$ cat config.mk
export PLATFORM = sky130hd
export DESIGN_NAME = gp_timer
export DESIGN_NICKNAME = d
export VERILOG_FILES = /design/src/rtl/gpt_pkg.sv /design/src/rtl/gpt_dp.sv /design/src/rtl/gpt_regs.sv /design/src/rtl/gp_timer.sv
export SDC_FILE = /design/constraint.sdc
export NUM_CORES = 1
export LEC_CHECK = 0
export BUFFER_PORTS_ARGS = -buffer_cell sky130_fd_sc_hd__buf_4
export CORE_UTILIZATION = 32
export DETAILED_ROUTE_END_ITERATION = 10
export SLEW_MARGIN = 20
export SYNTH_ARGS = -nofsm -noshare
export SYNTH_HDL_FRONTEND = slang
export SYNTH_SLANG_ARGS = --single-unit
$ cat constraint.sdc
create_clock -name clk -period 6.85 [get_ports clk]
set_input_delay 1.0275 -clock clk [delete_from_list [all_inputs] [get_ports clk]]
set_output_delay 1.0275 -clock clk [all_outputs]
set_load 0.05 [all_outputs]
$ cat src/rtl/gpt_pkg.sv
package gpt_pkg;
  // register byte offsets
  localparam int OFS_CFG    = 'h00;
  localparam int OFS_MODEA  = 'h04;
  localparam int OFS_MODEB  = 'h08;
  localparam int OFS_CTRL   = 'h0C;
  localparam int OFS_MASK   = 'h18;
  localparam int OFS_RAW    = 'h1C;
  localparam int OFS_MSTAT  = 'h20;
  localparam int OFS_CLR    = 'h24;
  localparam int OFS_IVL    = 'h28;
  localparam int OFS_IVLHI  = 'h2C;
  localparam int OFS_MATCH  = 'h30;
  localparam int OFS_MATCHI = 'h34;
  localparam int OFS_SLOT0  = 'h38;

  localparam logic [31:0] CFG_COUNT = 32'd0;
  localparam logic [31:0] CFG_RTC   = 32'd1;
  localparam logic [31:0] CFG_SPLIT = 32'd4;

  // control -> datapath strobes
  typedef struct packed {
    logic loadCnt;
    logic runCnt;
    logic stepRtc;
  } gptStrobe_t;

  // datapath -> control events
  typedef struct packed {
    logic timeout;
    logic rtcZero;
  } gptEvent_t;
endpackage

$ cat src/rtl/gpt_dp.sv
module gpt_dp
  import gpt_pkg::*;
#(
  parameter int HALF_W = 16
) (
  input  logic                  clk,
  input  logic                  rstN,
  input  gptStrobe_t            stb,
  input  logic [2*HALF_W-1:0]   reloadVal,
  input  logic [2*HALF_W-1:0]   matchVal,
  output gptEvent_t             evt
);
  localparam int DATA_W = 2 * HALF_W;

  logic [DATA_W-1:0] cntQ;
  logic [DATA_W-1:0] rtcQ;
  logic              cntAtEnd;
  logic [DATA_W:0]   rtcInc;
  logic [DATA_W-1:0] rtcStepVal;

  always_comb begin
    cntAtEnd   = (cntQ <= DATA_W'(1));
    rtcInc     = {1'b0, rtcQ} + (DATA_W+1)'(1);
    rtcStepVal = (rtcInc > {1'b0, matchVal}) ? '0 : rtcInc[DATA_W-1:0];
    evt.timeout = stb.runCnt & cntAtEnd;
    evt.rtcZero = stb.stepRtc & (rtcStepVal == '0);
  end

  always_ff @(posedge clk or negedge rstN) begin
    if (!rstN) begin
      cntQ <= '0;
      rtcQ <= '0;
    end else begin
      if (stb.loadCnt)
        cntQ <= reloadVal;
      else if (stb.runCnt)
        cntQ <= cntAtEnd ? reloadVal : cntQ - DATA_W'(1);
      if (stb.stepRtc)
        rtcQ <= rtcStepVal;
    end
  end
endmodule

$ cat src/rtl/gpt_regs.sv
module gpt_regs
  import gpt_pkg::*;
#(
  parameter int ADDR_W = 8,
  parameter int HALF_W = 16,
  parameter int STAT_W = 7,
  parameter int N_SLOT = 4
) (
  input  logic                 clk,
  input  logic                 rstN,
  input  logic [ADDR_W-1:0]    busAddr,
  input  logic                 busWe,
  input  logic [2*HALF_W-1:0]  busWdata,
  output logic [2*HALF_W-1:0]  busRdata,
  input  logic                 secTick,
  input  gptEvent_t            evt,
  output gptStrobe_t           stb,
  output logic [2*HALF_W-1:0]  reloadVal,
  output logic [2*HALF_W-1:0]  matchVal,
  output logic                 irqOut,
  output logic                 adcTrig
);
  localparam int DATA_W = 2 * HALF_W;
  localparam logic [STAT_W-1:0] MASK_KEEP = STAT_W'(7'h77);
  localparam int BIT_TIMEOUT = 0;
  localparam int BIT_RTC     = 3;
  localparam int CTL_RUN     = 0;
  localparam int CTL_TRIG    = 5;

  logic [DATA_W-1:0] cfgQ, modeAQ, modeBQ, ctrlQ;
  logic [STAT_W-1:0] maskQ, rawQ;
  logic [HALF_W-1:0] ivlLoQ, ivlHiQ, matLoQ, matHiQ;
  logic [DATA_W-1:0] slotQ [N_SLOT];
  logic              trigQ;

  logic ctrlWr, stopping, active, splitOff;
  logic [STAT_W-1:0] clrBits, setBits;

  function automatic logic hit(input logic [ADDR_W-1:0] a, input int ofs);
    return a == ADDR_W'(ofs);
  endfunction

  always_comb begin
    splitOff = cfgQ < CFG_SPLIT;
    ctrlWr   = busWe && hit(busAddr, OFS_CTRL);
    stopping = ctrlWr && !busWdata[CTL_RUN];
    active   = ctrlQ[CTL_RUN] && !stopping;
    stb.loadCnt = ctrlWr && busWdata[CTL_RUN] && !ctrlQ[CTL_RUN];
    stb.runCnt  = active && (cfgQ == CFG_COUNT);
    stb.stepRtc = active && (cfgQ == CFG_RTC) && secTick;
    reloadVal = {ivlHiQ, ivlLoQ};
    matchVal  = {matHiQ, matLoQ};
    clrBits = (busWe && hit(busAddr, OFS_CLR)) ? busWdata[STAT_W-1:0] : '0;
    setBits = '0;
    setBits[BIT_TIMEOUT] = evt.timeout;
    setBits[BIT_RTC]     = evt.rtcZero;
    irqOut  = |(rawQ & maskQ);
    adcTrig = trigQ;
  end

  always_ff @(posedge clk or negedge rstN) begin
    if (!rstN) begin
      cfgQ <= '0; modeAQ <= '0; modeBQ <= '0; ctrlQ <= '0;
      maskQ <= '0; rawQ <= '0; trigQ <= 1'b0;
      ivlLoQ <= '0; ivlHiQ <= '0; matLoQ <= '0; matHiQ <= '0;
    end else begin
      rawQ  <= (rawQ & ~clrBits) | setBits;
      trigQ <= evt.timeout & ctrlQ[CTL_TRIG];
      if (ctrlWr)
        ctrlQ <= busWdata;
      else if (evt.timeout && modeAQ[0])
        ctrlQ[CTL_RUN] <= 1'b0;
      if (busWe) begin
        if (hit(busAddr, OFS_CFG))   cfgQ   <= busWdata;
        if (hit(busAddr, OFS_MODEA)) modeAQ <= busWdata;
        if (hit(busAddr, OFS_MODEB)) modeBQ <= busWdata;
        if (hit(busAddr, OFS_MASK))  maskQ  <= busWdata[STAT_W-1:0] & MASK_KEEP;
        if (hit(busAddr, OFS_IVL)) begin
          ivlLoQ <= busWdata[HALF_W-1:0];
          if (splitOff) ivlHiQ <= busWdata[DATA_W-1:HALF_W];
        end
        if (hit(busAddr, OFS_IVLHI)) ivlHiQ <= busWdata[HALF_W-1:0];
        if (hit(busAddr, OFS_MATCH)) begin
          matLoQ <= busWdata[HALF_W-1:0];
          if (splitOff) matHiQ <= busWdata[DATA_W-1:HALF_W];
        end
        if (hit(busAddr, OFS_MATCHI)) matHiQ <= busWdata[HALF_W-1:0];
      end
    end
  end

  // plain storage slots, one per generated register
  for (genvar g = 0; g < N_SLOT; g++) begin : gSlot
    always_ff @(posedge clk or negedge rstN) begin
      if (!rstN)
        slotQ[g] <= '0;
      else if (busWe && hit(busAddr, OFS_SLOT0 + 4*g))
        slotQ[g] <= busWdata;
    end
  end

  always_comb begin
    busRdata = '0;
    if (hit(busAddr, OFS_CFG))    busRdata = cfgQ;
    if (hit(busAddr, OFS_MODEA))  busRdata = modeAQ;
    if (hit(busAddr, OFS_MODEB))  busRdata = modeBQ;
    if (hit(busAddr, OFS_CTRL))   busRdata = ctrlQ;
    if (hit(busAddr, OFS_MASK))   busRdata = DATA_W'(maskQ);
    if (hit(busAddr, OFS_RAW))    busRdata = DATA_W'(rawQ);
    if (hit(busAddr, OFS_MSTAT))  busRdata = DATA_W'(rawQ & maskQ);
    if (hit(busAddr, OFS_IVL))    busRdata = {splitOff ? ivlHiQ : '0, ivlLoQ};
    if (hit(busAddr, OFS_IVLHI))  busRdata = DATA_W'(ivlHiQ);
    if (hit(busAddr, OFS_MATCH))  busRdata = {splitOff ? matHiQ : '0, matLoQ};
    if (hit(busAddr, OFS_MATCHI)) busRdata = DATA_W'(matHiQ);
    for (int i = 0; i < N_SLOT; i++)
      if (hit(busAddr, OFS_SLOT0 + 4*i)) busRdata = slotQ[i];
  end
endmodule

$ cat src/rtl/gp_timer.sv
module gp_timer
  import gpt_pkg::*;
#(
  parameter int ADDR_W = 8,
  parameter int HALF_W = 16
) (
  input  logic                 clk,
  input  logic                 rstN,
  input  logic [ADDR_W-1:0]    busAddr,
  input  logic                 busWe,
  input  logic [2*HALF_W-1:0]  busWdata,
  output logic [2*HALF_W-1:0]  busRdata,
  input  logic                 secTick,
  output logic                 irqOut,
  output logic                 adcTrig
);
  localparam int DATA_W = 2 * HALF_W;

  gptStrobe_t        stb;
  gptEvent_t         evt;
  logic [DATA_W-1:0] reloadVal;
  logic [DATA_W-1:0] matchVal;

  gpt_regs #(.ADDR_W(ADDR_W), .HALF_W(HALF_W)) u_regs (
    .clk(clk), .rstN(rstN), .busAddr(busAddr), .busWe(busWe),
    .busWdata(busWdata), .busRdata(busRdata), .secTick(secTick),
    .evt(evt), .stb(stb), .reloadVal(reloadVal), .matchVal(matchVal),
    .irqOut(irqOut), .adcTrig(adcTrig)
  );

  gpt_dp #(.HALF_W(HALF_W)) u_dp (
    .clk(clk), .rstN(rstN), .stb(stb), .reloadVal(reloadVal),
    .matchVal(matchVal), .evt(evt)
  );
endmodule

==> flow_summary.toml <==
[finish]
insertedDiodeCount = 0
nFillCells = 6235
final_nets = 1977
drive_gt1_share_pct = 26.5
area_delta_synth_final_pct = 13.2

[pwr]
peakVddDrop_uv = 192
power.leakage_nw = 10.8
total_power_w = 0.00576
p_per_area_nw_per_um2 = 247

[global_route]
antenna_found_initial = 1
grt_pass1_vias = 15900
grt-ovfl-total = 0
grt.total_usage_pct = 20.2
grt_first_pass_wirelength_mm = 101
grt_max_degree = 185

[sta]
skew_ps = 19.6
hold_viol_final = 0
fin_tns_setup_ps = 0
final-setup-viol-count = 0
finalCritPeriodShare_pct = 77.5
clock.fmax_mhz = 188
drv_slew = 0
hold_slack_ps = 457
tightest_slew_ps = 1220
final.min_clock_period_ps = 5310
maxSlewHeadroom_pct = 18.4
rsz0062_at_grt = "false"

[floorplan]
die-width_um = 256
die_h_um = 256
die_area_um2 = 65500
core_um2 = 63400
ioPinCount = 78
start_util_pct = 32.5
rows = 92

[place]
gp_congestion = 0.903
io_buffers = 77
hpwl_mm = 44.8

[synthesis]
synthArstFlopShare_pct = 100
yosysSeqAreaShare_pct = 48.3
synth_edf_count = 0
yosys-top-cells-area = "dfrtp_1 48%, mux2_2 16%, nand2_1 2.8%"
ys_warn_count = 0
yosys.area.top_type_share_pct = 48.3
synthCells = 1903
syn_nets = 1982
ys_ff_latch = 398
synthTopCellsByCount = "398 x dfrtp_1, 301 x mux2_2, 152 x nand2_1"
synth_most_common_cell = "dfrtp_1"
synth.distinct_cells = 83
synth_top_cell_by_area = "dfrtp_1"
avgSynthCellArea_um2 = 10.8
netlist_area_um2 = 20600
synthFlopType = "dfrtp_1"

[critical_path]
cp.depth = 8
ff2ff_setup_slack_ps = 1740
reg2reg_to = "u_dp.rtcQ[10]$_DFFE_PN0P_"
slowest_stage = "and2_1"
crit_top_cell = "buf_4"
startpoint_type = "primary input"
slowest_delay_ps = 920
cp_max_fo = 17
timing.rr.start = "u_dp.rtcQ[0]$_DFFE_PN0P_"
cp_data_required_time_ps = 5820
cp-end-kind = "primary output"
critPathBufInv = 2
crit_type = "primary input to primary output"
cp_cell_sequence = "buf_4 -> or3b_2 -> nor3_1 -> and2_1 -> a22oi_1 -> a41oi_1 -> a221o_1 -> buf_4"
critPathTopFamily = "simple AND/OR/NAND/NOR gates"
arrival_ps = 4280
r2r_cells = 14

[detailed_routing]
wl_per_cell_um = 24.1
ant_nets = 0
dr.pass1.iters = 8
drc = 0
vias = 16200
drt_wl_total_mm = 67.0
first_iter_violations = 1856
vias_per_cell = 5.82

[clocking]
clk_pin_slew_ps = 60
htree_num_levels = 2
clock_sinks = 398
numCtsBuffers = 45
ctsResizeCount = 0
cts_hold_buf = 0
cts_tree = "yes"
ctsRootBufferMaster = "clkbuf_16"
worstSkewPairLatency_ps = 590
clk_path_buf_depth = 3
post_cts_buffers = 0

[run_status]
outcome = "complete, no violations"

[flow_run]
maxCapViolations = 0

[hold_path]
hold_class = "primary input to asynchronous set/reset pin"
cells in the final DEF (no fill, tap or decap), types with 24 or more instances in the layout:
cell type  count
clkbuf_16     46
a22oi_1       61
nand3_1       47
mux2i_1       36
buf_4        103
nor2_1        88
dfrtp_1      398
inv_1         51
ha_1          35
nand2_1      150
o21ai_0      107
mux2_2       301
a21oi_1       65
o22ai_1       24
nor3_1        33
a222oi_1      25
sequential cells by signal (all words and copies together), names as in the netlist, 32 cells and up:
| signal | cells |
|---|---|
| u_dp.cntQ | 32 |
| u_regs.slotQ | 128 |
| u_dp.rtcQ | 32 |
| u_regs.modeBQ | 32 |
| u_regs.ctrlQ | 32 |
| u_regs.cfgQ | 32 |
| u_regs.modeAQ | 32 |
per-layer routing:
| metal | GRT usage [%] | wire length [µm] | up-vias | part of all wire (%) |
|---|---|---|---|---|
| met5 | 0 | 70 | - | 0.10 |
| met4 | 6.89 | 1890 | 2 | 2.8 |
| met3 | 3.88 | 5460 | 113 | 8.2 |
| met2 | 30.2 | 29300 | 728 | 44 |
| met1 | 28.9 | 30300 | 8295 | 45 |
| li1 | - | - | 7035 | - |
worst max-delay path by stage:
stage,start,to
3_3_place_gp,busAddr[3],busRdata[31]
4_1_cts,busAddr[3],busRdata[31]
5_1_grt,u_dp.rtcQ[0]$_DFFE_PN0P_,u_dp.rtcQ[10]$_DFFE_PN0P_
6_report,busAddr[3],busRdata[31]
2_1_floorplan,busAddr[4],busRdata[7]
3_5_place_dp,busAddr[3],busRdata[31]
final cells by class:
type                            count  area, µm²  area share (%)
Multi-Input combinational cell   1296       9820            42.0
Clock inverter                     13        169           0.723
Tap cell                          846       1060            4.53
Clock buffer                       67       1320            5.65
Inverter                           51        191           0.820
Timing Repair Buffer              106        836            3.58
Sequential cell                   398       9960            42.6
through the flow:
stage               instance area, µm²  setup WS [ps]  utilization, %  instances
finish                           23400           1540            36.8       2777
global route                     23400           1340            36.8       2777
CTS                              23300           1620            36.8       2776
detailed placement               21800           1640            34.4       2696
global placement                 21800           1700            34.4       2696
floorplan                        20600           2050               -       1903
cell families after synthesis:
group                    count (synthesis)  share of synthesized area (%)
AO/OA/AOI/OAI                          440                           14.6
XOR/XNOR                                29                           1.23
adder cells (fa/ha/maj)                 35                           2.12
buffers and inverters                  209                           4.37
flip-flops                             398                           48.3
multiplexers                           338                           18.2
AND/OR/NAND/NOR                        454                           11.2
power by group:
| group | total (W) | internal, W | switching, W |
|---|---|---|---|
| combinational | 0.000646 | 0.000233 | 0.000413 |
| sequential | 0.00266 | 0.00249 | 0.000163 |
| clock | 0.00246 | 0.00145 | 0.00101 |
Note: power is estimated with default switching activity, not from simulation.
